File: src/rtl/pix_alpha_pkg.sv
package pix_alpha_pkg;

  // Alpha mode encoding seen on cfgMode.
  typedef enum logic [1:0] {
    AM_KEEP    = 2'b00,
    AM_REPLACE = 2'b01,
    AM_SCALE   = 2'b10,
    AM_RSVD    = 2'b11
  } alphaMode_e;

  // Strobes from control to datapath.
  typedef struct packed {
    logic load;
  } dpStrobe_t;

  // Field slots inside a pixel word (channel index times channel width).
  localparam int unsigned SLOT_B = 0;
  localparam int unsigned SLOT_G = 1;
  localparam int unsigned SLOT_R = 2;
  localparam int unsigned SLOT_A = 3;

endpackage

File: src/rtl/pix_alpha_ctrl.sv
module pix_alpha_ctrl
  import pix_alpha_pkg::*;
(
  input  logic      clk,
  input  logic      rstN,
  input  logic      inValid,
  input  logic      outReady,
  output logic      inReady,
  output logic      outValid,
  output dpStrobe_t strobe
);

  logic holdValid;

  // Space exists when the slot is empty or is being drained this cycle.
  assign inReady     = outReady || !holdValid;
  assign strobe.load = inValid && inReady;
  assign outValid    = holdValid;

  always_ff @(posedge clk or negedge rstN) begin
    if (!rstN) begin
      holdValid <= 1'b0;
    end else if (strobe.load) begin
      holdValid <= 1'b1;
    end else if (outReady) begin
      holdValid <= 1'b0;
    end
  end

endmodule

File: src/rtl/pix_alpha_dp.sv
module pix_alpha_dp
  import pix_alpha_pkg::*;
#(
  parameter  int unsigned CH_W  = 8,
  localparam int unsigned PIX_W = 4 * CH_W
) (
  input  logic             clk,
  input  logic             rstN,
  input  dpStrobe_t        strobe,
  input  logic [PIX_W-1:0] inPixel,
  input  logic [1:0]       cfgMode,
  input  logic [CH_W-1:0]  cfgAlpha,
  input  logic             cfgInvert,
  input  logic             cfgSwap,
  output logic [PIX_W-1:0] outPixel
);

  localparam int unsigned PROD_W = 2 * CH_W;
  localparam logic [PROD_W:0] HALF = (PROD_W + 1)'(1) << (CH_W - 1);

  // Rounded a*c/(2^CH_W - 1) using a bias and a fold-back of the high part.
  function automatic logic [CH_W-1:0] scaleAlpha(input logic [CH_W-1:0] a,
                                                 input logic [CH_W-1:0] c);
    logic [PROD_W-1:0] prod;
    logic [PROD_W:0]   biased;
    logic [PROD_W:0]   folded;
    prod   = {{CH_W{1'b0}}, a} * {{CH_W{1'b0}}, c};
    biased = {1'b0, prod} + HALF;
    folded = biased + (biased >> CH_W);
    return folded[PROD_W-1:CH_W];
  endfunction

  logic [PIX_W-1:0] nextPixel;
  logic [CH_W-1:0]  srcAlpha;
  logic [CH_W-1:0]  constAlpha;
  alphaMode_e       mode;

  assign srcAlpha   = inPixel[SLOT_A*CH_W +: CH_W] ^ {CH_W{cfgInvert}};
  assign constAlpha = cfgAlpha ^ {CH_W{cfgInvert}};
  assign mode       = alphaMode_e'(cfgMode);

  always_comb begin
    unique case (mode)
      AM_REPLACE: nextPixel[SLOT_A*CH_W +: CH_W] = constAlpha;
      AM_SCALE:   nextPixel[SLOT_A*CH_W +: CH_W] = scaleAlpha(srcAlpha, constAlpha);
      AM_KEEP,
      AM_RSVD:    nextPixel[SLOT_A*CH_W +: CH_W] = srcAlpha;
      default:    nextPixel[SLOT_A*CH_W +: CH_W] = srcAlpha;
    endcase
  end

  // Colour channels: each slot picks its own field or its swap partner.
  for (genvar ch = 0; ch < 3; ch++) begin : g_colour
    localparam int unsigned PARTNER =
      (ch == SLOT_R) ? SLOT_B : ((ch == SLOT_B) ? SLOT_R : ch);
    assign nextPixel[ch*CH_W +: CH_W] =
      cfgSwap ? inPixel[PARTNER*CH_W +: CH_W] : inPixel[ch*CH_W +: CH_W];
  end

  always_ff @(posedge clk or negedge rstN) begin
    if (!rstN) begin
      outPixel <= '0;
    end else if (strobe.load) begin
      outPixel <= nextPixel;
    end
  end

endmodule

File: src/rtl/pix_alpha_stage.sv
module pix_alpha_stage
  import pix_alpha_pkg::*;
#(
  parameter  int unsigned CH_W  = 8,
  localparam int unsigned PIX_W = 4 * CH_W
) (
  input  logic             clk,
  input  logic             rstN,
  input  logic             inValid,
  output logic             inReady,
  input  logic [PIX_W-1:0] inPixel,
  input  logic [1:0]       cfgMode,
  input  logic [CH_W-1:0]  cfgAlpha,
  input  logic             cfgInvert,
  input  logic             cfgSwap,
  output logic             outValid,
  input  logic             outReady,
  output logic [PIX_W-1:0] outPixel
);

  dpStrobe_t strobe;

  pix_alpha_ctrl u_ctrl (
    .clk      (clk),
    .rstN     (rstN),
    .inValid  (inValid),
    .outReady (outReady),
    .inReady  (inReady),
    .outValid (outValid),
    .strobe   (strobe)
  );

  pix_alpha_dp #(.CH_W(CH_W)) u_dp (
    .clk       (clk),
    .rstN      (rstN),
    .strobe    (strobe),
    .inPixel   (inPixel),
    .cfgMode   (cfgMode),
    .cfgAlpha  (cfgAlpha),
    .cfgInvert (cfgInvert),
    .cfgSwap   (cfgSwap),
    .outPixel  (outPixel)
  );

endmodule

File: config.mk
export PLATFORM = sky130hd
export DESIGN_NAME = pix_alpha_stage
export DESIGN_NICKNAME = d
export VERILOG_FILES = /design/src/rtl/pix_alpha_pkg.sv /design/src/rtl/pix_alpha_ctrl.sv /design/src/rtl/pix_alpha_dp.sv /design/src/rtl/pix_alpha_stage.sv
export SDC_FILE = /design/constraint.sdc
export NUM_CORES = 1
export LEC_CHECK = 0
export BUFFER_PORTS_ARGS = -buffer_cell sky130_fd_sc_hd__buf_2
export CAP_MARGIN = 20
export CORE_MARGIN = 2
export CORE_UTILIZATION = 63
export DETAILED_ROUTE_END_ITERATION = 7
export HOLD_SLACK_MARGIN = 0.12
export PLACE_DENSITY = 0.88
export SLEW_MARGIN = 20
export SYNTH_ARGS = -nofsm -noshare
export SYNTH_HDL_FRONTEND = slang
export SYNTH_SLANG_ARGS = --single-unit
export TNS_END_PERCENT = 5
File: constraint.sdc
create_clock -name clk -period 3.4 [get_ports clk]
set_input_delay 0.34 -clock clk [delete_from_list [all_inputs] [get_ports clk]]
set_output_delay 0.34 -clock clk [all_outputs]
set_load 0.02 [all_outputs]
==> qor.yml, run 1 <==
cts_made_buffers: 5
synthesis.nets: 765
cts-root-buf: "clkbuf_8"
synth_compound_area_share_pct: 20.6
io_pins: 82
place_congestion: 1.03
status: "did not finish"
synth_ff_type: "dfrtp_1"
synthSimpleGateAreaFrac_pct: 18.9
portBuffers: 81
synth_top_area_share_pct: 16.6
synth_cell_type_count: 65
ctsHtreeMaxLevel: 2
yosysWarnings: 0
num_rows: 32
grt_overflow_total: 1
synth_fa_ha_area_share_pct: 28.0
yosysTopAreaCell: "dfrtp_1"
syn_area_sq_um: 4970
cts.sinks: 33
synthMuxAreaShare_pct: 4.86
grt_worst_setup_endpoint: "u_dp.outPixel[29]$_DFFE_PN0P_/D"
grt_max_degree: 44
yosysMostFrequentCell: "nand2_1"
synth-edff-count: 0
synth_common_cells: "nand2_1 (103), inv_1 (73), o21ai_0 (55), ha_1 (52), fa_1 (37)"
synth_top_family_by_area: "adder cells"
cts_buffer_depth: 2
syn_area_per_cell_sq_um: 7.91
async_flop_share_pct: 100
synth_area_leaders: "dfrtp_1 (17%), fa_1 (15%), ha_1 (13%)"
die_w_um: 92.8
synth_seq_cells: 33
die_height_um: 92.8
synth.yosys.seq_area_share_pct: 16.6
grtUsageTotal_pct: 66.7
stop_stage: "global routing"
initial_core_util_pct: 64.6
worstEndpointType: "register input"
synthXorXnorAreaFrac_pct: 2.57
hpwl_mm: 13.9
synthCells: 628
error_line: "[ERROR GRT-0232] Routing congestion too high. Check the congestion heatmap in the GUI."
logic make-up after synthesis:
| logic type | after synthesis |
|---|---|
| fa+ha+maj | 89 |
| xor+xnor | 13 |
| compound gates | 154 |
| mux | 24 |
| simple gates | 203 |
| flops | 33 |
| buf+inv | 112 |
timing repair:
action                                  CTS
hold buffers                              1
pin swaps                                 8
endpoints found under the hold margin    20
cloned                                    0
endpoints found under the setup margin    8
gates resized for setup                  22
setup buffers                             5
metrics by stage:
step / instances / util, % / setup WS (ns) / cell area, sq um
4_1_cts: 906 / 87.0 / -2.48 / 6690
2_1_floorplan: 628 / - / -2.56 / 5210
3_5_place_dp: 892 / 84.0 / -2.92 / 6460
3_3_place_gp: 892 / 84.0 / -2.69 / 6460
routing by layer:
layer  track usage, %  overflow
met1             65.6         0
met2             88.1         0
met3             47.5         0
met4             62.7         1
met5             23.7         0
==> inputs of run 2 (changes only) <==
--- a/config.mk
+++ b/config.mk
@@ -8,10 +8,9 @@
 export BUFFER_PORTS_ARGS = -buffer_cell sky130_fd_sc_hd__buf_2
 export CAP_MARGIN = 20
 export CORE_MARGIN = 2
-export CORE_UTILIZATION = 63
+export CORE_UTILIZATION = 40
 export DETAILED_ROUTE_END_ITERATION = 7
-export HOLD_SLACK_MARGIN = 0.12
-export PLACE_DENSITY = 0.88
+export PLACE_DENSITY_LB_ADDON = 0.15
 export SLEW_MARGIN = 20
 export SYNTH_ARGS = -nofsm -noshare
 export SYNTH_HDL_FRONTEND = slang
==> run 2 against run 1 <==
  * Synthesized cell count stayed put
  * The flow now finishes, with violations (negative setup slack)
  * Area after synthesis unchanged
==> qor.yml, run 2 <==
status: "complete, but fails checks"
violations: "negative setup slack"
synth_top_area_share_pct: 16.6  # unchanged
top_register: "u_dp.outPixel"
grt_pass1_wl_mm: 25.5
cts-root-buf: "clkbuf_16"
fin_nets: 949
grtUsageTotal_pct: 24.5
leakagePower_nw: 3.63
hold_path.class: "input pin to async pin"
cp_max_fo: 7
synthCells: 628  # unchanged
final_common_cell: "buf_4"
synth-edff-count: 0  # unchanged
worst_slack_ns: -2.44
drive_above_1_share_pct: 38.1
critPathRequiredTime_ns: 3.57
cts.sinks: 33  # unchanged
p_per_area_nw_per_um2: 892
cp.arrival_ns: 6.01
fin_area_sq_um: 7130
fin_crit_sh_pct: 172
finalHoldViolCount: 0
cp-end-kind: "flip-flop"
tightest_slew_ns: 0.748
fp.dieArea_sq_um: 13300
place_congestion: 0.937  # -8.9%
yosysTopAreaCell: "dfrtp_1"
yosysMostFrequentCell: "nand2_1"
hold_ws_ns: 0.127
path_class: "input pin to flip-flop"
power.share.sequential_pct: 8.0
synth_seq_cells: 33  # unchanged
grt_pass1_vias: 4950
synth_common_cells: "nand2_1 (103), inv_1 (73), o21ai_0 (55), ha_1 (52), fa_1 (37)"
antenna_left: 0
grt_max_degree: 41
synthesis.nets: 765  # unchanged
drv_slew: 0
ir_drop_uv: 1140
largest_reg_flops: 32
die_w_um: 115  # +24%
die_height_um: 115  # +24%
drcViolationCount: 0
synth_cell_type_count: 65  # unchanged
cp-start-kind: "input pin"
via_count: 5152
fin_util_pct: 59.1
num_rows: 40  # +25%
fin_skew_ns: 0.00414
nFillCells: 1103
ctsHtreeMaxLevel: 2  # unchanged
timing.fmax_mhz: 171
p_switching_mw: 2.98
pre_cts_slack_ns: -2.99  # -0.0736 ns
pwr-share-comb_pct: 84.6
fin_crit_ns: 5.84
p_clk_share_pct: 7.4
grt_antenna_before_repair: 0
post_dp_cell_area_sq_um: 6550  # +1.4%
synth_ff_type: "dfrtp_1"
syn_area_sq_um: 4970  # unchanged
rsz0062_at_grt: "yes"
final_cell_mix: "buf_4 (127), nand2_1 (102), buf_2 (79)"
cts_buffer_depth: 2  # unchanged
setup_viol: 8
detail_route.iter0.violations: 323
area.growth.synth_to_final_pct: 43.5
grt_overflow_total: 0
antennaDiodeCount: 0
routed_wl_mm: 16.2
initial_core_util_pct: 41.2  # -23 points
swShare_pct: 46.9
yosysWarnings: 0  # unchanged
synth.yosys.seq_area_share_pct: 16.6  # unchanged
core-area_sq_um: 12100
drv_cap: 0
cts_made_buffers: 5  # unchanged
syn_area_per_cell_sq_um: 7.91  # unchanged
wire_per_inst_um: 16.5
clock_latency_ns: 0.28
clkTransAtPathRegs_ns: 0.05
dr.pass1.iters: 5
relSlewSlack_pct: 50.1
async_flop_share_pct: 100  # unchanged
tritoncts: "done"
p_int_mw: 3.38
vias_per_cell: 5.25
hpwl_mm: 13.3  # -4.6%
io_pins: 82  # unchanged
portBuffers: 81  # unchanged
synth_area_leaders: "dfrtp_1 (17%), fa_1 (15%), ha_1 (13%)"
-- run 2: cell counts after synthesis --
No cell type changed its count.
-- run 2: cell families (layout without fill, tap and decap cells) --
group / count (synthesis) / in the layout / share of synthesized area [%]
simple gates: 203 / 203 / 18.9
compound gates: 154 / 154 / 20.6
buf+inv: 112 / 297 / 8.46
fa+ha+maj: 89 / 89 / 28.0
flops: 33 / 33 / 16.6
mux: 24 / 24 / 4.86
xor+xnor: 13 / 13 / 2.57
-- run 2: stage by stage --
| stage | TNS, ns | total power [mW] | std cells |
|---|---|---|---|
| after global routing | -20.24 | 6.90 | 981 |
| after CTS | -18.12 | 5.88 | 974 |
| after global placement | -22.52 | 5.06 | 961 |
| after floorplan | -19.69 | 3.28 | 628 |
| final | -18.55 | 6.36 | 981 |
| after detailed placement | -22.87 | 5.15 | 961 |
-- run 2: final timing paths --
path	start	endpoint	slack, ns	cells past startpoint
min reg2reg	u_dp.outPixel[17]	u_dp.outPixel[17]	0.47	2
min	rstN	u_dp.outPixel[2]	0.13	1
max	cfgInvert	u_dp.outPixel[29]	-2.44	24
max reg2reg	u_ctrl.outValid	u_dp.outPixel[26]	1.21	6
min in group clk	inPixel[10]	u_dp.outPixel[10]	0.25	3
max in group asynchronous	rstN	u_dp.outPixel[30]	2.79	1
-- run 2: cell type report --
class | instances | area [sq um] | share of cell area, %
Multi-Input combinational cell | 483 | 4130 | 58.0
Timing Repair Buffer | 216 | 1530 | 21.4
Sequential cell | 33 | 826 | 11.6
Inverter | 73 | 277 | 3.88
Tap cell | 168 | 210 | 2.95
Clock buffer | 7 | 153 | 2.14
Clock inverter | 1 | 5.00 | 0.0702
-- run 2: worst max-delay path: stages --
cell,delay (ns)
buf_16,0.13
buf_12,0.14
buf_12,0.13
buf_6,0.12
o22ai_4,0.13
fa_1,0.48
fa_1,0.51
fa_1,0.54
inv_2,0.04
fa_1,0.55
inv_2,0.05
ha_4,0.29
nand2_4,0.05
a211oi_4,0.24
nor2_4,0.09
xnor2_2,0.17
ha_4,0.31
inv_4,0.04
o41ai_4,0.37
a221oi_2,0.12
o31ai_2,0.37
a31oi_4,0.14
or4_4,0.44
a31o_1,0.21
-- run 2: power groups by stage --
stage / Combinational (mW) / Sequential [mW] / Clock, mW
final: 5.38 / 0.510 / 0.471
after global placement: 4.55 / 0.513 / 0
after detailed placement: 4.63 / 0.517 / 0
after CTS: 4.88 / 0.510 / 0.483
after floorplan: 2.67 / 0.616 / 0
after global routing: 5.89 / 0.518 / 0.501
-- run 2: metal layers --
metal | GRT usage [%] | routed length (um) | vias to the layer above
met4 | 3.78 | 273 | 0
met1 | 34.7 | 7130 | 2450
met5 | 0 | 0 | -
met3 | 3.03 | 921 | 22
met2 | 41.1 | 7900 | 164
li1 | - | - | 2516
-- run 2: what timing repair did --
| item | 4_1_cts | 5_1_grt |
|---|---|---|
| setup endpoints to repair | 8 | 8 |
| pin swaps | 11 | 23 |
| hold buffers | 0 | 0 |
| gates cloned | 0 | 2 |
| gates resized for setup | 33 | 43 |
| setup buffers | 5 | 5 |
(Power assumes the default switching activity.)
==> inputs of run 3 (changes only) <==
--- a/config.mk
+++ b/config.mk
@@ -11,6 +11,7 @@
 export CORE_UTILIZATION = 40
 export DETAILED_ROUTE_END_ITERATION = 7
 export PLACE_DENSITY_LB_ADDON = 0.15
+export SKIP_LAST_GASP = 1
 export SLEW_MARGIN = 20
 export SYNTH_ARGS = -nofsm -noshare
 export SYNTH_HDL_FRONTEND = slang
==> run 3 against run 2 <==
  * Register-to-register slack hardly changed
  * Core utilization is 1.6 points lower
  * Largest cell class unchanged
  * Cell count is 0.61% lower
  * The flow still finishes with violations (negative setup slack)
==> qor.yml, run 3 (same netlist as run 2, synthesis figures left out) <==
status: "complete, but fails checks"
violations: "negative setup slack"
hpwl_mm: 13.3  # unchanged
fin_crit_ns: 5.82  # -0.0229 ns
fin_tns_setup_ns: -18.74  # -0.189 ns
ff2ff_path_depth: 6  # unchanged
cts-root-buf: "clkbuf_16"
grt_pass1_wl_mm: 25.4  # -0.30%
clkTransAtPathRegs_ns: 0.05  # about the same
tightest_slew_ns: 0.746  # -0.00208 ns
ir_drop_uv: 1030  # -9.3%
leakagePower_nw: 3.55  # -2.1%
initial_core_util_pct: 41.2  # unchanged
fin_skew_ns: 0.00397  # -0.000169 ns
core-area_sq_um: 12100  # unchanged
tritoncts: "done"
clock_latency_ns: 0.28  # about the same
nFillCells: 1122  # +1.7%
grtUsageTotal_pct: 24.4  # -0.080 points
grt_pass1_vias: 4944  # -0.12%
dr.pass1.iters: 5  # unchanged
via_count: 5108  # -0.85%
setup_viol: 8  # unchanged
cts_made_buffers: 5  # unchanged
crit_top_cell: "fa_1"
cts.sinks: 33  # unchanged
fin_crit_sh_pct: 171  # -0.67 points
fp.dieArea_sq_um: 13300  # unchanged
dpl.cell_count: 961  # unchanged
wire_per_inst_um: 16.4  # -1.1%
worst_slack_ns: -2.42  # +0.0229 ns
final_common_cell: "buf_4"
grt_overflow_total: 0  # unchanged
path_class: "input pin to flip-flop"
routed_wl_mm: 16.0  # -1.7%
place_congestion: 0.937  # unchanged
fin_util_pct: 57.6  # -1.6 points
ff2ff_setup_slack_ns: 1.21  # about the same
die_w_um: 115  # unchanged
detail_route.iter0.violations: 292  # -9.6%
final_cell_mix: "buf_4 (125), nand2_1 (103), buf_2 (79)"
hold_ws_ns: 0.126  # -0.000952 ns
top_register: "u_dp.outPixel"
critPathRequiredTime_ns: 3.61  # +0.04 ns
timing.fmax_mhz: 172  # +0.39%
crit_family: "adder cells"
vias_per_cell: 5.24  # -0.24%
grt.busiest_layer: "met2"
drive_above_1_share_pct: 36.7  # -1.5 points
antenna_left: 0  # unchanged
fin_nets: 943  # -0.63%
rsz0062_at_grt: "yes"
ctsHtreeMaxLevel: 2  # unchanged
worst-path-buf-inv: 7  # unchanged
cp_slowest_cell: "fa_1"
instances_no_fill: 975  # -0.61%
cp_max_fo: 13  # +6
drv_slew: 0  # unchanged
grt_antenna_before_repair: 0  # unchanged
antennaDiodeCount: 0  # unchanged
grt_use_met3_pct: 3.03  # unchanged
cp_cell_sequence: "buf_8 > buf_12 > buf_8 > buf_4 > o22ai_2 > fa_1 > fa_1 > fa_1 > inv_1 > fa_1 > inv_1 > ha_4 > nand2_1 > a211oi_4 > nor2_2 > xnor2_2 > ha_2 > inv_1 > o41ai_2 > o21ai_0 > o31ai_1 > a311oi_1 > or4b_1 > nand3_1"
num_rows: 40  # unchanged
slowest_delay_ns: 0.53  # -0.02 ns
regToRegStartpoint: "u_ctrl.outValid"
portBuffers: 81  # unchanged
cp.arrival_ns: 6.03  # +0.02 ns
met1_usage_pct: 34.6  # -0.077 points
cp-end-kind: "flip-flop"
grt_max_degree: 41  # unchanged
p_per_area_nw_per_um2: 852  # -4.5%
largest_reg_flops: 32  # unchanged
relSlewSlack_pct: 50.2  # +0.14 points
finalHoldViolCount: 0  # unchanged
area.growth.synth_to_final_pct: 39.8
drcViolationCount: 0  # unchanged
hold_path.class: "input pin to async pin"
reg2reg_to: "u_dp.outPixel[26]"
cts_buffer_depth: 2  # unchanged
io_pins: 82  # unchanged
use_met2_pct: 40.7  # -0.31 points
drv_cap: 0  # unchanged
cp-start-kind: "input pin"
die_height_um: 115  # unchanged
run 3: per-stage QoR:
stage	cell area (sq um)	power (mW)	worst slack, ns
after floorplan	5210	3.28	-2.56
after global routing	6940	6.44	-2.61
final	6940	5.92	-2.42
after CTS	6850	5.84	-2.37
after global placement	6550	5.06	-2.95
after detailed placement	6550	5.15	-2.99
run 3: how the worst max path moves through the flow:
stage / to / startpoint / slack (ns) / cells past startpoint
detailed placement: u_dp.outPixel[27] / cfgInvert / -2.99 / 27
finish: u_dp.outPixel[26] / cfgInvert / -2.42 / 24
global route: u_dp.outPixel[27] / cfgInvert / -2.61 / 25
global placement: u_dp.outPixel[29] / cfgInvert / -2.95 / 28
floorplan: u_dp.outPixel[29] / cfgInvert / -2.56 / 26
CTS: u_dp.outPixel[29] / cfgInvert / -2.37 / 24
run 3: what timing repair did:
action,CTS,global route
hold buffers,0,0
resized for setup,31,25
setup endpoints to repair,8,8
buffers inserted,5,1
pin swaps,11,15
run 3: cell type report:
type,instances,area [sq um],share of cell area [%]
tap,168,210,3.03
clock buffer,7,153,2.20
sequential,33,826,11.9
timing repair buffer,210,1420,20.5
inverter,73,274,3.95
clock inverter,1,5.00,0.0721
multi-input combinational,483,4050,58.4
run 3: metal layers:
| metal | routed length, um | up-vias |
|---|---|---|
| li1 | - | 2498 |
| met1 | 7210 | 2455 |
| met2 | 7660 | 133 |
| met3 | 757 | 22 |
| met4 | 318 | 0 |
| met5 | 0 | - |
run 3: report_power, final:
part | internal [mW] | total [mW] | switching (mW)
Sequential | 0.472 | 0.510 | 0.0385
Clock | 0.310 | 0.471 | 0.161
Combinational | 2.37 | 4.94 | 2.56
Total | 3.15 | 5.92 | 2.76
